File: src/rtl/gpr_pkg.sv
package gpr_pkg;
  localparam int DEF_W      = 32;
  localparam int DEF_NREG   = 16;
  localparam int DEF_IMM_W  = 19;
  localparam int DEF_FA_LSB = 23;
  localparam int DEF_FB_LSB = 19;
  localparam int DEF_FC_LSB = 15;

  typedef enum logic [2:0] {
    SRC_NONE = 3'd0,
    SRC_A    = 3'd1,
    SRC_B    = 3'd2,
    SRC_C    = 3'd3,
    SRC_BASE = 3'd4
  } src_e;
endpackage

File: src/rtl/gpr_sel_decode.sv
module gpr_sel_decode
  import gpr_pkg::*;
#(
  parameter int NREG = DEF_NREG,
  localparam int SELW = $clog2(NREG)
) (
  input  logic [SELW-1:0] fld_a,
  input  logic [SELW-1:0] fld_b,
  input  logic [SELW-1:0] fld_c,
  input  logic            pick_a,
  input  logic            pick_b,
  input  logic            pick_c,
  input  logic            pick_base,
  input  logic            wr_en,
  output logic [NREG-1:0] rd_oh,
  output logic [NREG-1:0] wr_oh
);
  src_e            src;
  logic [SELW-1:0] idx;
  logic            zero_gate;
  logic [NREG-1:0] sel_oh;

  always_comb begin
    src = SRC_NONE;
    idx = '0;
    if (pick_base) begin
      src = SRC_BASE;
      idx = fld_b;
    end else if (pick_a) begin
      src = SRC_A;
      idx = fld_a;
    end else if (pick_b) begin
      src = SRC_B;
      idx = fld_b;
    end else if (pick_c) begin
      src = SRC_C;
      idx = fld_c;
    end
  end

  genvar k;
  generate
    for (k = 0; k < NREG; k++) begin : g_oh
      assign sel_oh[k] = (src != SRC_NONE) && (idx == SELW'(k));
    end
  endgenerate

  assign zero_gate = (src == SRC_BASE) && (fld_b == '0);
  assign rd_oh     = zero_gate ? '0 : sel_oh;
  assign wr_oh     = (wr_en && src != SRC_BASE) ? sel_oh : '0;
endmodule

File: src/rtl/gpr_storage.sv
module gpr_storage
  import gpr_pkg::*;
#(
  parameter int W    = DEF_W,
  parameter int NREG = DEF_NREG
) (
  input  logic                     clk,
  input  logic                     rst,
  input  logic [NREG-1:0]          wr_oh,
  input  logic [W-1:0]             wr_bus,
  output logic [NREG-1:0][W-1:0]   q
);
  genvar k;
  generate
    for (k = 0; k < NREG; k++) begin : g_reg
      always_ff @(posedge clk) begin
        if (rst)            q[k] <= '0;
        else if (wr_oh[k])  q[k] <= wr_bus;
      end


      wr_lands_chk: assert property (@(posedge clk) disable iff (rst)
        wr_oh[k] |=> (q[k] == $past(wr_bus)));


      hold_chk: assert property (@(posedge clk) disable iff (rst)
        !wr_oh[k] |=> $stable(q[k]));


      clear_chk: assert property (@(posedge clk) disable iff (rst)
        $past(rst) |-> (q[k] == '0));
    end
  endgenerate
endmodule

File: src/rtl/gpr_read_mux.sv
module gpr_read_mux
  import gpr_pkg::*;
#(
  parameter int W    = DEF_W,
  parameter int NREG = DEF_NREG
) (
  input  logic [NREG-1:0][W-1:0] q,
  input  logic [NREG-1:0]        rd_oh,
  output logic [W-1:0]           rd_bus
);
  always_comb begin
    rd_bus = '0;
    for (int k = 0; k < NREG; k++) begin
      rd_bus = rd_bus | (q[k] & {W{rd_oh[k]}});
    end
  end
endmodule

File: src/rtl/gpr_bank.sv
module gpr_bank
  import gpr_pkg::*;
#(
  parameter int W      = DEF_W,
  parameter int NREG   = DEF_NREG,
  parameter int IMM_W  = DEF_IMM_W,
  parameter int FA_LSB = DEF_FA_LSB,
  parameter int FB_LSB = DEF_FB_LSB,
  parameter int FC_LSB = DEF_FC_LSB
) (
  input  logic         clk,
  input  logic         rst,
  input  logic [31:0]  instr_word,
  input  logic         pick_a,
  input  logic         pick_b,
  input  logic         pick_c,
  input  logic         pick_base,
  input  logic         wr_en,
  input  logic [W-1:0] wr_bus,
  output logic [W-1:0] rd_bus,
  output logic [W-1:0] const_ext
);
  localparam int SELW = $clog2(NREG);

  logic [SELW-1:0]        fld_a, fld_b, fld_c;
  logic [NREG-1:0]        rd_oh, wr_oh;
  logic [NREG-1:0][W-1:0] q;
  logic                   unused_bits;

  assign fld_a = instr_word[FA_LSB +: SELW];
  assign fld_b = instr_word[FB_LSB +: SELW];
  assign fld_c = instr_word[FC_LSB +: SELW];
  assign unused_bits = ^instr_word[31:FA_LSB+SELW];

  assign const_ext = {{(W-IMM_W){instr_word[IMM_W-1]}}, instr_word[IMM_W-1:0]};

  gpr_sel_decode #(.NREG(NREG)) u_dec (
    .fld_a(fld_a), .fld_b(fld_b), .fld_c(fld_c),
    .pick_a(pick_a), .pick_b(pick_b), .pick_c(pick_c),
    .pick_base(pick_base), .wr_en(wr_en),
    .rd_oh(rd_oh), .wr_oh(wr_oh)
  );

  gpr_storage #(.W(W), .NREG(NREG)) u_store (
    .clk(clk), .rst(rst), .wr_oh(wr_oh), .wr_bus(wr_bus), .q(q)
  );

  gpr_read_mux #(.W(W), .NREG(NREG)) u_mux (
    .q(q), .rd_oh(rd_oh), .rd_bus(rd_bus)
  );


  one_strobe_chk: assert property (@(posedge clk) disable iff (rst)
    $countones({pick_a, pick_b, pick_c, pick_base}) <= 1);


  base_zero_chk: assert property (@(posedge clk) disable iff (rst)
    (pick_base && fld_b == '0) |-> (rd_bus == '0));


  idle_zero_chk: assert property (@(posedge clk) disable iff (rst)
    !(pick_a || pick_b || pick_c || pick_base) |-> (rd_bus == '0));


  sign_fill_chk: assert property (@(posedge clk) disable iff (rst)
    ($countones(const_ext[W-1:IMM_W-1]) == 0) ||
    ($countones(const_ext[W-1:IMM_W-1]) == W-IMM_W+1));
endmodule

File: config.mk
export PLATFORM = sky130hd
export DESIGN_NAME = gpr_bank
export DESIGN_NICKNAME = d
export VERILOG_FILES = /design/src/rtl/gpr_pkg.sv /design/src/rtl/gpr_sel_decode.sv /design/src/rtl/gpr_storage.sv /design/src/rtl/gpr_read_mux.sv /design/src/rtl/gpr_bank.sv
export SDC_FILE = /design/constraint.sdc
export NUM_CORES = 1
export LEC_CHECK = 0
export BUFFER_PORTS_ARGS = -buffer_cell sky130_fd_sc_hd__buf_2
export CAP_MARGIN = 20
export CORE_UTILIZATION = 45
export CTS_CLUSTER_DIAMETER = 80
export DETAILED_ROUTE_END_ITERATION = 10
export PLACE_DENSITY_LB_ADDON = 0.05
export SYNTH_ARGS = -nofsm -noshare
export SYNTH_HDL_FRONTEND = slang
export SYNTH_HIERARCHICAL = 1
export SYNTH_SLANG_ARGS = --single-unit
File: constraint.sdc
create_clock -name clk -period 2.7 [get_ports clk]
set_clock_uncertainty 0.1 [all_clocks]
set_input_delay 0.27 -clock clk [delete_from_list [all_inputs] [get_ports clk]]
set_output_delay 0.27 -clock clk [all_outputs]
set_load 0.03 [all_outputs]
==> results of run 1 <==
-- cell usage in the layout (no fill, tap or decap), types with 3 or more instances in the layout --
master | netlist | final
clkinv_2 | 0 | 8
nor2_1 | 544 | 513
dfxtp_1 | 512 | 512
a22o_1 | 126 | 123
clkbuf_8 | 4 | 19
o21ai_1 | 1 | 3
a221oi_4 | 0 | 8
a22o_4 | 0 | 3
nor2_4 | 0 | 31
a221oi_2 | 2 | 85
buf_2 | 19 | 63
nand2_1 | 11 | 7
nand4_1 | 32 | 32
buf_12 | 0 | 85
buf_6 | 104 | 51
mux2i_1 | 512 | 512
buf_8 | 44 | 3
clkbuf_1 | 23 | 9
a221oi_1 | 126 | 35
dlygate4sd3_1 | 0 | 21
bufinv_16 | 0 | 8
clkbuf_16 | 0 | 60
a21oi_1 | 5 | 3
buf_4 | 45 | 99
-- layout make-up --
type	instances	area share, %
clock buffers	84	6.10
multi-input cells	1390	39.4
repair buffers	327	13.4
flip-flops and latches	512	36.9
clock inverters	20	1.21
well taps	664	2.99
diodes	1	0.00900
inverters	2	0.0270
-- kinds of logic (layout without fill, tap and decap cells) --
family,after synthesis,in the layout,synth area share (%)
buffers and inverters,241,433,10.7
AND/OR/NAND/NOR,601,603,10.5
flip-flops,512,512,45.4
AO/OA/AOI/OAI,275,275,10.6
multiplexers,512,512,22.7
other,0,1,0
-- worst paths after layout --
path / start / endpoint / slack, ns / depth (start not counted)
setup / recovery: pick_b / rd_bus[5] / -0.13 / 12
hold / removal: wr_bus[24] / u_store/q[408]$_SDFFE_PP0P_ / 0.02 / 3
setup reg to reg: u_store/q[106]$_SDFFE_PP0P_ / u_store/q[106]$_SDFFE_PP0P_ / 1.43 / 3
hold reg to reg: u_store/q[451]$_SDFFE_PP0P_ / u_store/q[451]$_SDFFE_PP0P_ / 0.39 / 2
-- cells in the mapped netlist (5+ instances only) --
master / n
buf_2: 19
dfxtp_1: 512
a21oi_1: 5
buf_8: 44
buf_4: 45
buf_6: 104
a22o_1: 126
mux2i_1: 512
a221oi_1: 126
nand4_1: 32
nand2_1: 11
nor2_1: 544
clkbuf_1: 23
o21ai_0: 5
-- routing by layer --
metal,track usage [%],routed length [um],up-vias,share of wire (%)
met2,44.5,32500,340,48
met1,34.1,30500,8063,45
met4,8.49,2000,2,3.0
li1,-,-,7890,-
met3,3.42,2670,111,3.9
met5,0,10,-,0.015
-- worst max-delay path, cell delays in order --
cell and delay, ns:
buf_8 0.10, nor2b_4 0.12, or2_4 0.25, o2bb2ai_4 0.13, or3b_4 0.43, a211oi_4 0.25, buf_12 0.22, buf_12 0.14
a22o_1 0.14, a221oi_2 0.04, nand4_1 0.19, buf_6 0.17
-- power breakdown --
group	total, mW	switching, mW	internal (mW)	leakage [nW]
Sequential	7.67	0.0446	7.63	4.13
Clock	8.32	3.22	5.11	1.01
Combinational	1.44	0.868	0.567	4.63
-- through the flow --
stage          cells  power (mW)
6_report        3000        17.4
5_1_grt         3000        18.0
4_1_cts         2988        17.5
3_5_place_dp    2831        9.01
3_3_place_gp    2831        8.99
2_1_floorplan   2141        8.60
-- repair_timing --
item	4_1_cts	5_1_grt
gates cloned	3	4
hold endpoints to repair	226	0
gates resized for setup	163	75
hold buffers	21	0
pin swaps	36	44
buffers inserted	29	9
setup endpoints to repair	32	32
==> results.py, run 1 <==
metrics = {
    "route": {
        "vias": 16406,
        "drtAntennaViolNets": 0,
        "post_drt_wl_per_cell_um": 22.6,
        "drt-pass1-iter-count": 4,
        "wirelength_mm": 67.7,
        "drc_errors": 0,
        "drt_iter0_markers": 1094,
        "vias_per_cell": 5.47,
    },
    "floorplan": {
        "die-area_mm2": 0.0510,
        "coreArea_mm2": 0.0492,
        "initial_core_util_pct": 45.9,
        "die_h_um": 226,
        "fp.dieW_um": 226,
        "io_pins": 135,
        "rows": 81,
    },
    "synthesis": {
        "syn-cell-area_mm2": 0.0226,
        "yosysTopAreaCellShare_pct": 45.4,
        "synthCells": 2141,
        "netlist_top_cells_area": "dfxtp_1 45%, mux2i_1 23%, nor2_1 9.1%",
        "syn_avg_cell_area_um2": 10.5,
        "syn-num-nets": 2212,
        "synth-async-reset-ratio_pct": 0,
        "synth_seq_cells": 512,
        "synth_top_flop_cell": "dfxtp_1",
        "ys_seq_area_share_pct": 45.4,
        "synth_cell_type_count": 36,
        "yosysWarningCount": 6,
        "synth_edf_count": 0,
        "synth_top_cell_by_area": "dfxtp_1",
    },
    "run": {
        "cap_violations": 0,
    },
    "grt": {
        "grt_antenna_before_repair": 2,
        "grt_usage_pct": 26.2,
        "globalRouteOverflowTotal": 0,
        "grt_max_degree": 89,
        "grt_pass1_wl_mm": 101,
        "grt_pass1_vias": 16525,
    },
    "setup_path": {
        "required_ns": 2.33,
        "path_max_fanout": 8,
        "crit_path_end_kind": "output port",
        "cp.arrival_ns": 2.46,
        "cp-start-kind": "input pin",
        "path_class": "in2out",
    },
    "placement": {
        "port_buffers": 99,
        "dp_hpwl_mm": 41.8,
        "gp_congestion": 0.770,
        "placed_area_mm2": 0.0238,
        "dp_slack_ns": -0.512,
    },
    "timing": {
        "rsz0062_at_grt": "yes",
        "setup_violations": 32,
        "fin_crit_ns": 2.83,
        "worst_slack_ns": -0.132,
        "hold_ws_ns": 0.0215,
        "fmax_ghz": 0.353,
        "hold_viol": 0,
        "worst_pin_slew_ns": 0.525,
        "slew_violations": 0,
        "slew_headroom_pct": 65.0,
        "tns_ns": -2.38,
        "min_period_over_period_pct": 105,
    },
    "cells_and_area": {
        "multi_input_area_mm2": 0.0110,
        "drive_gt1_share_pct": 23.7,
        "reg_top3": "u_store/q (512)",
        "utilization_pct": 56.6,
        "nNetsFinal": 2360,
        "area_growth_pct": 23.3,
        "largest_reg_flops": 512,
        "fillers": 4256,
        "regMostFlops": "u_store/q",
        "seqCellArea_mm2": 0.0102,
        "design_area_mm2": 0.0278,
    },
    "clock_tree": {
        "cts_made_buffers": 56,
        "ctsRootBufferMaster": "clkbuf_16",
        "cts.clk_slew.worst_paths_ns": 0.06,
        "cts_tree": "yes",
        "cts_sinks": 512,
        "cts.path.max_buffers": 3,
        "htree_levels": 2,
        "clk_latency_ns": 0.61,
    },
    "power": {
        "p_per_area_mw_per_mm2": 627,
        "power.static_leakage_nw": 9.77,
        "peakVddDrop_v": 0.000624,
    },
    "worst_hold_path": {
        "hp-class": "in2reg",
    },
    "run_status": {
        "status": "finished with violations",
        "failed_checks": "setup timing",
    },
}
No activity file was read; power rests on OpenSTA's default activity.
==> run 2, diff against run 1 <==
--- a/config.mk
+++ b/config.mk
@@ -7,7 +7,7 @@
 export LEC_CHECK = 0
 export BUFFER_PORTS_ARGS = -buffer_cell sky130_fd_sc_hd__buf_2
 export CAP_MARGIN = 20
-export CORE_UTILIZATION = 45
+export CORE_UTILIZATION = 55
 export CTS_CLUSTER_DIAMETER = 80
 export DETAILED_ROUTE_END_ITERATION = 10
 export PLACE_DENSITY_LB_ADDON = 0.05
==> run 2 against run 1 <==
  * The run still ends with setup timing left
  * Sequential cell count unchanged
  * Critical path type unchanged
  * First-iteration DRC count rose by 26%
  * Global-route usage is 5.3 points higher
  * Register-to-register slack better by 0.46 ns
  * Utilization up 11 points
  * Highest routed layer unchanged
==> results.py, run 2 (synthesis results as in run 1) <==
metrics = {
    "run_status": {
        "status": "finished with violations",
        "failed_checks": "setup timing",
    },
    "cells_and_area": {
        "largest_reg_flops": 512,
        "reg_top3": "u_store/q (512)",
        "n_antenna_cell": 0,
        "final_cell_mix": "513 x nor2_1, 512 x mux2i_1, 512 x dfxtp_1, 124 x a22o_1, 112 x buf_4",
        "area_growth_pct": 20.3,
        "regMostFlops": "u_store/q",
        "design_area_mm2": 0.0271,
        "final_common_cell": "nor2_1",
        "drive_gt1_share_pct": 23.2,
        "nNetsFinal": 2352,
        "fillers": 3137,
    },
    "grt": {
        "grt_max_degree": 92,
        "grt_antenna_before_repair": 1,
        "grt_pass1_wl_mm": 101,
        "globalRouteOverflowTotal": 0,
        "grt_pass1_vias": 16987,
        "grt_usage_pct": 31.5,
    },
    "setup_path": {
        "path_class": "in2out",
        "cp-start-kind": "input pin",
        "crit-reg2reg-launch": "u_store/q[320]$_SDFFE_PP0P_",
        "rr_worst_depth": 2,
        "crit_path_end_kind": "output port",
        "rrSetupSlack_ns": 1.89,
        "cp.arrival_ns": 2.54,
        "r2r-end": "u_store/q[320]$_SDFFE_PP0P_",
        "required_ns": 2.33,
        "path_max_fanout": 10,
    },
    "timing": {
        "worst_slack_ns": -0.213,
        "tns_ns": -5.30,
        "worst_pin_slew_ns": 0.690,
        "hold_viol": 0,
        "slew_violations": 0,
        "rsz0062_at_grt": "yes",
        "fmax_ghz": 0.343,
        "hold_ws_ns": 0.0249,
        "min_period_over_period_pct": 108,
        "fin_crit_ns": 2.91,
        "setup_violations": 32,
        "slew_headroom_pct": 53.9,
    },
    "worst_hold_path": {
        "hold_start": "wr_bus[27]",
        "whs_endpoint": "u_store/q[123]$_SDFFE_PP0P_",
        "hp-class": "in2reg",
        "holdPathStages": 3,
    },
    "clock_tree": {
        "cts_sinks": 512,
        "cts.clk_slew.worst_paths_ns": 0.06,
        "ctsRootBufferMaster": "clkbuf_16",
        "clk_latency_ns": 0.59,
        "cts.path.max_buffers": 3,
        "htree_levels": 2,
        "cts_made_buffers": 53,
        "cts_tree": "yes",
    },
    "route": {
        "drt_iter0_markers": 1382,
        "vias": 17023,
        "drt-pass1-iter-count": 5,
        "vias_per_cell": 5.98,
        "post_drt_wl_per_cell_um": 23.4,
        "drtAntennaViolNets": 0,
        "drc_errors": 0,
        "wirelength_mm": 66.6,
    },
    "floorplan": {
        "io_pins": 135,
        "coreArea_mm2": 0.0401,
        "rows": 73,
        "initial_core_util_pct": 56.2,
        "die-area_mm2": 0.0418,
        "fp.dieW_um": 204,
        "die_h_um": 204,
    },
    "placement": {
        "port_buffers": 99,
        "placed_area_mm2": 0.0235,
        "gp_congestion": 0.801,
        "dp_hpwl_mm": 39.5,
    },
    "run": {
        "cap_violations": 0,
    },
    "power": {
        "p_per_area_mw_per_mm2": 610,
        "power.static_leakage_nw": 9.55,
        "finalPower_mw": 16.6,
        "peakVddDrop_v": 0.000475,
    },
}
run 2: what timing repair did:
action,in CTS,in global routing
resized for setup,179,70
buffers inserted,28,23
hold buffers,4,0
setup endpoints to repair,32,32
gates cloned,5,2
pin swaps,53,58
hold endpoints to repair,15,0
run 2: cell type report:
type / count / area, um^2 / area share, %
Inverter: 2 / 7.51 / 0.0277
Tap cell: 525 / 657 / 2.42
Sequential cell: 512 / 10200 / 37.8
Timing Repair Buffer: 321 / 3550 / 13.1
Clock buffer: 79 / 1550 / 5.73
Clock inverter: 16 / 218 / 0.802
Multi-Input combinational cell: 1391 / 10900 / 40.2
run 2: through the flow:
step / worst slack (ns) / util [%] / cells
2_1_floorplan: -0.00878 / - / 2141
3_3_place_gp: -0.693 / 58.6 / 2698
5_1_grt: -0.290 / 67.7 / 2846
3_5_place_dp: -0.643 / 58.7 / 2699
4_1_cts: -0.292 / 66.3 / 2827
6_report: -0.213 / 67.7 / 2846
run 2: worst max path at each step:
stage / slack, ns / from / depth (start not counted) / endpoint
2_1_floorplan: -0.009 / pick_base / 10 / rd_bus[10]
3_3_place_gp: -0.69 / pick_b / 10 / rd_bus[19]
3_5_place_dp: -0.64 / pick_a / 12 / rd_bus[26]
4_1_cts: -0.29 / pick_b / 14 / rd_bus[9]
5_1_grt: -0.29 / instr_word[20] / 14 / rd_bus[8]
6_report: -0.21 / pick_b / 11 / rd_bus[3]
run 2: power breakdown:
part	leakage, nW	internal [mW]	switching, mW	total (mW)
clock	0.869	4.44	3.02	7.46
sequential	4.13	7.63	0.0443	7.67
combinational	4.55	0.551	0.879	1.43
total	9.55	12.6	3.94	16.6
run 2: worst max-delay path: stages:
cell and delay, ns:
buf_12 0.11, nor2b_4 0.13, or2_4 0.25, o2bb2ai_4 0.13, or3b_4 0.38, buf_4 0.18, nor2_4 0.42, a22o_1 0.23
a221oi_1 0.05, nand4_1 0.20, buf_6 0.17
run 2: layer usage:
metal	GRT usage (%)	part of all wire (%)	up-vias
met5	0	0.018	-
met3	5.63	6.5	151
met2	50.5	46	567
met1	42.0	44	8463
met4	12.1	3.4	2
li1	-	-	7840
==> run 3, diff against run 2 <==
--- a/config.mk
+++ b/config.mk
@@ -7,7 +7,7 @@
 export LEC_CHECK = 0
 export BUFFER_PORTS_ARGS = -buffer_cell sky130_fd_sc_hd__buf_2
 export CAP_MARGIN = 20
-export CORE_UTILIZATION = 55
+export CORE_UTILIZATION = 37
 export CTS_CLUSTER_DIAMETER = 80
 export DETAILED_ROUTE_END_ITERATION = 10
 export PLACE_DENSITY_LB_ADDON = 0.05
==> run 3 against run 2 <==
  * The flow still finishes with violations (setup timing)
  * Count of clock-buffer cells in the layout up 19
  * Highest routed layer is now met4
  * Die area up 48%
  * Non-clock buffer count up 46
  * First-iteration DRC count down 21%
  * Final area up 5.1%
  * Global-route usage down 8.2 points
  * Total power up 3.5%
  * Sequential power about the same
  * Clock power up 6.3%
  * Sequential cell count unchanged
  * Combinational power up 7%
  * Sequential share of layout area down 1.8 points
==> results.py, run 3 (synthesis results as in run 1) <==
metrics = {
    "placement": {
        "dp_slack_ns": -0.591,
        "dp_hpwl_mm": 44.3,
        "gp_congestion": 0.754,
        "port_buffers": 99,
        "placedCellCount": 2972,
    },
    "clock_tree": {
        "cts.path.max_buffers": 3,
        "htree_levels": 2,
        "cts_sinks": 512,
        "cts_made_buffers": 59,
        "cts.clk_slew.worst_paths_ns": 0.05,
        "ctsRootBufferMaster": "clkbuf_16",
        "clk_latency_ns": 0.62,
        "cts_tree": "yes",
    },
    "route": {
        "vias": 16624,
        "drt_iter0_markers": 1093,
        "vias_per_cell": 5.26,
        "wl_met2_mm": 34.6,
        "top_layer_used": "met4",
        "wirelength_mm": 73.1,
        "post_drt_wl_per_cell_um": 23.1,
        "wl_met3_mm": 2.56,
        "wl_met1_mm": 34.2,
        "drtAntennaViolNets": 0,
        "drc_errors": 0,
        "drt-pass1-iter-count": 7,
    },
    "worst_hold_path": {
        "hold_start": "rst",
        "hp-class": "in2reg",
    },
    "floorplan": {
        "fp.dieW_um": 249,
        "initial_core_util_pct": 37.4,
        "die-area_mm2": 0.0619,
        "coreArea_mm2": 0.0602,
        "io_pins": 135,
        "die_h_um": 249,
        "rows": 90,
    },
    "cells_and_area": {
        "nNetsFinal": 2403,
        "reg_top3": "u_store/q (512)",
        "largest_reg_flops": 512,
        "area_growth_pct": 26.5,
        "regMostFlops": "u_store/q",
        "utilization_pct": 47.4,
        "fillers": 5515,
        "final_cells": 3161,
        "drive_gt1_share_pct": 25.0,
        "final_cell_mix": "513 x nor2_1, 512 x mux2i_1, 512 x dfxtp_1, 121 x a22o_1, 109 x buf_4",
        "final_common_cell": "nor2_1",
        "n_antenna_cell": 0,
    },
    "run_status": {
        "failed_checks": "setup timing",
        "status": "finished with violations",
    },
    "setup_path": {
        "crit_path_end_kind": "output port",
        "cp-start-kind": "input pin",
        "crit-reg2reg-launch": "u_store/q[68]$_SDFFE_PP0P_",
        "crit_chain": "buf_12 -> nor2b_4 -> or2_4 -> buf_6 -> a21oi_2 -> a211o_1 -> buf_12 -> nor2_4 -> buf_12 -> buf_12 -> buf_12 -> a22o_1 -> a221oi_2 -> buf_4 -> nand4_1 -> buf_6",
        "cp_slowest_stage_delay_ns": 0.24,
        "cp_common_cell": "buf_12",
        "path_max_fanout": 7,
        "critPathLaunch": "pick_b",
        "path_class": "in2out",
        "cp.arrival_ns": 2.62,
        "required_ns": 2.33,
        "critPathSlowestCell": "or2_4",
    },
    "timing": {
        "worst_pin_slew_ns": 0.722,
        "worst_slack_ns": -0.291,
        "rsz0062_at_grt": "yes",
        "slew_violations": 0,
        "slew_headroom_pct": 51.8,
        "hold_viol": 0,
        "min_period_over_period_pct": 111,
        "fin_crit_ns": 2.99,
        "setup_violations": 32,
        "hold_ws_ns": 0.00918,
        "fmax_ghz": 0.334,
    },
    "power": {
        "p_per_area_mw_per_mm2": 601,
        "power.static_leakage_nw": 10.0,
        "peakVddDrop_v": 0.000464,
    },
    "grt": {
        "grt_usage_pct": 23.2,
        "globalRouteOverflowTotal": 0,
        "grt_antenna_before_repair": 0,
        "grt_pass1_wl_mm": 109,
        "grt_max_degree": 97,
        "grt_pass1_vias": 16760,
    },
    "run": {
        "cap_violations": 0,
    },
}
## run 3: cell types whose count changed in the layout (fill, tap and decap cells not counted), moves of 8 or more
cell | previous run | this run
a221oi_1 | 45 | 22
a221oi_2 | 77 | 96
buf_12 | 76 | 93
dlygate4sd3_1 | 4 | 26
clkbuf_1 | 13 | 21
## run 3: metal layers
layer  up-vias  GRT usage (%)
met3        90           2.73
met2       348           38.4
met5         -              0
met1      8221           31.9
li1       7965              -
met4         0           6.19
## run 3: worst max-delay path: cells and delay by family
kind / cells / cell delay [ns]
AOI/OAI and AO/OA: 4 / 0.66
and+or+nand+nor: 4 / 0.54
buffers and inverters: 8 / 1.14
## run 3: final cells by class
class | instances | area [um^2] | area share [%]
clock buffer | 98 | 1810 | 6.36
clock inverter | 10 | 118 | 0.412
timing repair buffer | 367 | 4280 | 15.0
inverter | 2 | 7.51 | 0.0263
multi-input combinational | 1390 | 11100 | 38.9
sequential | 512 | 10200 | 35.9
tap | 782 | 978 | 3.43
## run 3: final timing paths
check	slack (ns)	end	cells after the start
max reg2reg	1.92	u_store/q[68]$_SDFFE_PP0P_	2
min reg2reg	0.39	u_store/q[466]$_SDFFE_PP0P_	2
min	0.009	u_store/q[459]$_SDFFE_PP0P_	2
max	-0.29	rd_bus[7]	16
## run 3: metrics by stage
| stage | total power [mW] | TNS (ns) | instance area, um^2 |
|---|---|---|---|
| after CTS | 17.3 | -6.74 | 28400 |
| after floorplan | 8.60 | -0.246 | 22600 |
| final | 17.1 | -6.24 | 28500 |
| after global placement | 9.05 | -15.56 | 24200 |
| after global routing | 17.7 | -8.47 | 28500 |
| after detailed placement | 9.06 | -15.61 | 24200 |
## run 3: what timing repair did
action | in CTS | in global routing
buffers inserted | 55 | 9
endpoints found under the setup margin | 32 | 32
pin swaps | 59 | 46
endpoints found under the hold margin | 265 | 0
resized for setup | 226 | 51
gates cloned | 13 | 0
hold buffers | 26 | 0
## run 3: power by group
part           leakage (nW)  switching (mW)  internal (mW)
Combinational          4.94           0.912          0.620
Sequential             4.13          0.0448           7.63
Clock                 0.945            3.28           4.66
